--- src/rtl/pifr_pkg.sv ---
package pifr_pkg;

  localparam int REG_W    = 8;
  localparam int NUM_REGS = 3;
  localparam int FLAT_W   = REG_W * NUM_REGS;
  localparam int NUM_CCP  = 5;
  localparam int NUM_UART = 2;

  typedef enum logic [1:0] {
    BK_STICKY = 2'd0,
    BK_RX     = 2'd1,
    BK_TX     = 2'd2,
    BK_NONE   = 2'd3
  } bit_kind_e;

  // Behaviour class of each flat flag position.
  function automatic bit_kind_e kind_of(input int idx);
    case (idx)
      5, 21:   return BK_RX;
      4, 20:   return BK_TX;
      13:      return BK_NONE;
      default: return BK_STICKY;
    endcase
  endfunction

  // Flat position of each capture/compare channel flag.
  function automatic int ccp_pos(input int ch);
    case (ch)
      0:       return 2;
      1:       return 8;
      2:       return 16;
      3:       return 17;
      default: return 18;
    endcase
  endfunction

  // UART channel that drives a mirror position.
  function automatic int uart_of(input int idx);
    return (idx >= 2 * REG_W) ? 1 : 0;
  endfunction

  function automatic logic [FLAT_W-1:0] sticky_mask();
    logic [FLAT_W-1:0] m;
    m = '0;
    for (int i = 0; i < FLAT_W; i++) m[i] = (kind_of(i) == BK_STICKY);
    return m;
  endfunction

  function automatic logic [FLAT_W-1:0] ccp_mask();
    logic [FLAT_W-1:0] m;
    m = '0;
    for (int c = 0; c < NUM_CCP; c++) m[ccp_pos(c)] = 1'b1;
    return m;
  endfunction

endpackage

--- src/rtl/pifr_flag_cell.sv ---
module pifr_flag_cell
  import pifr_pkg::*;
#(
  parameter bit_kind_e KIND = BK_STICKY
) (
  input  logic clk,
  input  logic rst,
  input  logic set_evt,
  input  logic wr_en,
  input  logic wr_bit,
  input  logic lvl,
  output logic q
);

  generate
    if (KIND == BK_STICKY) begin : g_sticky
      logic unused_cell;
      assign unused_cell = lvl;
      always_ff @(posedge clk) begin
        if (rst)          q <= 1'b0;
        else if (set_evt) q <= 1'b1;     // event beats a clear
        else if (wr_en)   q <= wr_bit;
      end
    end else if (KIND == BK_RX || KIND == BK_TX) begin : g_mirror
      logic unused_cell;
      assign unused_cell = set_evt ^ wr_en ^ wr_bit;
      always_ff @(posedge clk) begin
        if (rst) q <= 1'b0;
        else     q <= lvl;
      end
    end else begin : g_hole
      logic unused_cell;
      assign unused_cell = ^{clk, rst, set_evt, wr_en, wr_bit, lvl};
      assign q = 1'b0;
    end
  endgenerate

endmodule

--- src/rtl/pifr_event_gate.sv ---
module pifr_event_gate
  import pifr_pkg::*;
#(
  parameter int FW = FLAT_W,
  parameter int NC = NUM_CCP
) (
  input  logic [FW-1:0] evt,
  input  logic [NC-1:0] pwm,
  output logic [FW-1:0] gated
);

  always_comb begin
    gated = evt;
    for (int c = 0; c < NC; c++) begin
      if (pwm[c]) gated[ccp_pos(c)] = 1'b0;
    end
  end

endmodule

--- src/rtl/pifr_read_mux.sv ---
module pifr_read_mux #(
  parameter int RW = 8,
  parameter int NR = 3,
  parameter int AW = 2,
  localparam int FW = RW * NR
) (
  input  logic [FW-1:0] flags,
  input  logic [AW-1:0] addr,
  output logic [RW-1:0] rdata
);

  always_comb begin
    rdata = '0;
    for (int r = 0; r < NR; r++) begin
      if (addr == AW'(r)) rdata = flags[r*RW +: RW];
    end
  end

endmodule

--- src/rtl/pifr_bank.sv ---
module pifr_bank
  import pifr_pkg::*;
#(
  parameter int RW = REG_W,
  parameter int NR = NUM_REGS,
  parameter int AW = 2,
  parameter int NC = NUM_CCP,
  parameter int NU = NUM_UART,
  localparam int FW = RW * NR
) (
  input  logic          clk,
  input  logic          rst,
  input  logic [FW-1:0] evt_pulse,
  input  logic [NC-1:0] ccp_pwm,
  input  logic [NU-1:0] rx_full,
  input  logic [NU-1:0] tx_empty,
  input  logic [AW-1:0] sw_addr,
  input  logic          sw_we,
  input  logic [RW-1:0] sw_wdata,
  output logic [RW-1:0] sw_rdata,
  output logic [FW-1:0] flag_vec
);

  logic [FW-1:0] evt_gated;
  logic [FW-1:0] mirror_lvl;
  logic [NR-1:0] reg_wr;

  pifr_event_gate #(.FW(FW), .NC(NC)) u_gate (
    .evt   (evt_pulse),
    .pwm   (ccp_pwm),
    .gated (evt_gated)
  );

  genvar r, b;
  generate
    for (r = 0; r < NR; r++) begin : g_reg
      assign reg_wr[r] = sw_we && (sw_addr == AW'(r));
      for (b = 0; b < RW; b++) begin : g_bit
        localparam int IDX = r * RW + b;
        if (kind_of(IDX) == BK_RX) begin : g_rx
          assign mirror_lvl[IDX] = rx_full[uart_of(IDX)];
        end else if (kind_of(IDX) == BK_TX) begin : g_tx
          assign mirror_lvl[IDX] = tx_empty[uart_of(IDX)];
        end else begin : g_nolvl
          assign mirror_lvl[IDX] = 1'b0;
        end
        pifr_flag_cell #(.KIND(kind_of(IDX))) u_cell (
          .clk     (clk),
          .rst     (rst),
          .set_evt (evt_gated[IDX]),
          .wr_en   (reg_wr[r]),
          .wr_bit  (sw_wdata[b]),
          .lvl     (mirror_lvl[IDX]),
          .q       (flag_vec[IDX])
        );
      end
    end
  endgenerate

  pifr_read_mux #(.RW(RW), .NR(NR), .AW(AW)) u_rmux (
    .flags (flag_vec),
    .addr  (sw_addr),
    .rdata (sw_rdata)
  );

endmodule

--- config.mk ---
export PLATFORM = sky130hd
export DESIGN_NAME = pifr_bank
export DESIGN_NICKNAME = d
export VERILOG_FILES = /design/src/rtl/pifr_pkg.sv /design/src/rtl/pifr_flag_cell.sv /design/src/rtl/pifr_event_gate.sv /design/src/rtl/pifr_read_mux.sv /design/src/rtl/pifr_bank.sv
export SDC_FILE = /design/constraint.sdc
export NUM_CORES = 1
export LEC_CHECK = 0
export ABC_AREA = 1
export BUFFER_PORTS_ARGS = -buffer_cell sky130_fd_sc_hd__buf_4
export CAP_MARGIN = 40
export CORE_MARGIN = 5
export CORE_UTILIZATION = 30
export DETAILED_ROUTE_END_ITERATION = 7
export PLACE_DENSITY = 0.63
export SYNTH_ARGS = -nofsm -noshare
export SYNTH_HDL_FRONTEND = slang
export SYNTH_HIERARCHICAL = 1
export SYNTH_SLANG_ARGS = --single-unit
--- constraint.sdc ---
create_clock -name clk -period 1 [get_ports clk]
set_clock_uncertainty 0.15 [all_clocks]
set_input_delay 0.05 -clock clk [delete_from_list [all_inputs] [get_ports clk]]
set_output_delay 0.05 -clock clk [all_outputs]
set_load 0.1 [all_outputs]
==> run_results.csv <==
group,metric,value,unit
place,hpwl,3060,µm
global_route,grtUsageTotal,0.154,
status,violations,"negative setup slack",
die,ios,78,
place,pre_cts_slack,-91.5,ps
layout,final_area,3180,µm²
die,core,4410,µm²
timing,finalHoldViolCount,0,
global_route,grt-ovfl-total,0,
timing,fmax,841,MHz
timing,slew_viol_final,0,
setup_path,cp_slowest_cell,"dfxtp_4",
die,die_h,77.8,µm
timing,holdWs,23.9,ps
setup_path,critical_path.max_fanout,2,
setup_path,crit_type,"reg -> out",
setup_path,end_kind,"primary output",
routing,via_count,1678,
global_route,grt_max_degree,24,
global_route,grt_pass1_vias,1615,
die,num_rows,24,
timing,period_minus_slack,1190,ps
power_and_ir_drop,cellLeakagePower,1.64,nW
setup_path,r2r_start,"g_reg[1].g_bit[2].u_cell/q",
job,maxCapViolations,0,
synth,synthesis.nets,280,
clocking,clkTransAtPathRegs,80,ps
place,dp.cells,357,
timing,fin_crit_sh,1.19,
setup_path,cp-startpoint,"g_reg[2].g_bit[1].u_cell/q",
clocking,clk_latency,260,ps
layout,largest_registers,"g.g_bit.u_cell/q x23",
timing,setup_viol,33,
setup_path,r2r_slack,-60,ps
layout,final_cells,397,
die,fp.dieArea,6060,µm²
setup_path,worstSetupEndpoint,"sw_rdata[1]",
synth,netlist_area,1380,µm²
clocking,cts_tree,"built",
synth,syn_area_per_cell,5.90,µm²
setup_path,cp_slowest_stage_delay,370,ps
routing,dr.first_iter.drc_count,10,
place,finalWeightedCongestion,0.711,
setup_path,worst_ep_required_time,800,ps
global_route,grt_first_pass_wirelength,7530,µm
layout,top_register,"g.g_bit.u_cell/q",
global_route,antenna_found_initial,0,
synth,synth_cells,234,
setup_path,worst_ep_arrival_time,990,ps
layout,post-route-util,0.721,
routing,drcViolationCount,0,
routing,drt-total-wl,4740,µm
layout,nets,392,
routing,first_pass_iters,4,
clocking,cts_sinks,23,
clocking,root_buffer,"clkbuf_8",
worst_hold_path,min_path_type,"in -> reg",
power_and_ir_drop,p_per_area,1100,nW/µm²
die,fp.dieW,77.8,µm
setup_path,path_common_cell,"nand3_4",
routing,avgViaCountPerCell,4.23,
place,numPortBuffers,70,
routing,ant_nets,0,
synth,yosys_warnings,6,
layout,largest_register_ff_count,23,
clocking,numCtsBuffers,3,
clocking,h-tree-depth,1,
status,run_status,"finished, violations left",
place,placed_cell_area,2270,µm²
setup_path,startpoint_type,"register",
routing,wl_per_cell,11.9,µm
layout,final_layout_size_suffix_gt1_frac,0.499,
layout,syn_to_final_growth,131,%
die,initial_utilization,0.313,
setup_path,rr_endpoint,"g_reg[1].g_bit[2].u_cell/q",
timing,rsz0062_at_grt,"yes",
setup_path,path_cells,"nand3_4 -> nand3_4 -> buf_12",
timing,setup_ws,-189,ps
layout,n_antenna_cell,0,
setup_path,rr_worst_depth,6,
clocking,clockBufferDepth,2,
power_and_ir_drop,ir_drop,0.672,mV
==> worst min-delay path by stage <==
| stage | startpoint | to | slack (ps) | cells past startpoint |
|---|---|---|---|---|
| global placement | rx_full[1] | g_reg[2].g_bit[5].u_cell/q | 100 | 3 |
| finish | evt_pulse[18] | g_reg[2].g_bit[2].u_cell/q | 20 | 7 |
| floorplan | rst | g_reg[0].g_bit[4].u_cell/q | -40 | 1 |
| global route | evt_pulse[16] | g_reg[2].g_bit[0].u_cell/q | 40 | 7 |
| detailed placement | rx_full[1] | g_reg[2].g_bit[5].u_cell/q | 110 | 3 |
| CTS | evt_pulse[16] | g_reg[2].g_bit[0].u_cell/q | 20 | 7 |
==> layout by cell type, fill, tap and decap left out, types with 13 or more instances in the layout <==
master          n
nand2_1        40
buf_6          14
inv_1          45
dlygate4sd3_1  21
nand3_4        13
nor2_2         13
nor2_1         54
dfxtp_4        23
buf_12         31
buf_4          48
==> worst max-delay path: cells and delay by family, from the launching register on <==
family / cells / cell delay (ps)
buf+inv: 1 / 170
simple gates: 2 / 180
flops: 1 / 370
==> where the power goes <==
part	switching, mW	total [mW]	leakage, nW	internal (mW)
clock network	0.293	0.578	0.0228	0.284
registers	0.0779	1.05	0.205	0.973
logic	1.11	1.88	1.42	0.771
total	1.48	3.50	1.64	2.03
==> per-stage QoR <==
step	power, mW	setup TNS, ps
after CTS	3.47	-3140
after floorplan	2.10	-1000
after global routing	3.66	-4090
after detailed placement	2.46	-1070
after global placement	2.45	-1090
final	3.50	-2960
==> routing by layer <==
layer  share of wire  track usage  vias to the layer above
met2            0.56        0.298                       46
met3           0.051       0.0324                        8
met5               0            0                        -
met1            0.38        0.164                      738
li1                -            -                      886
met4           0.015       0.0498                        0
==> timing repair <==
action / 4_1_cts / 5_1_grt
endpoints found under the setup margin: 31 / 45
pin swaps: 5 / 14
resized for setup: 100 / 31
setup buffers: 6 / 2
endpoints found under the hold margin: 23 / 0
hold buffers: 31 / 0
==> area by class of cell <==
type | count | area, µm²
clock buffer | 4 | 45.0
sequential | 23 | 547
multi-input combinational | 144 | 861
timing repair buffer | 124 | 1470
tap | 52 | 65.1
fill | 331 | 1230
inverter | 50 | 193
No activity file was read; power rests on OpenSTA's default activity.
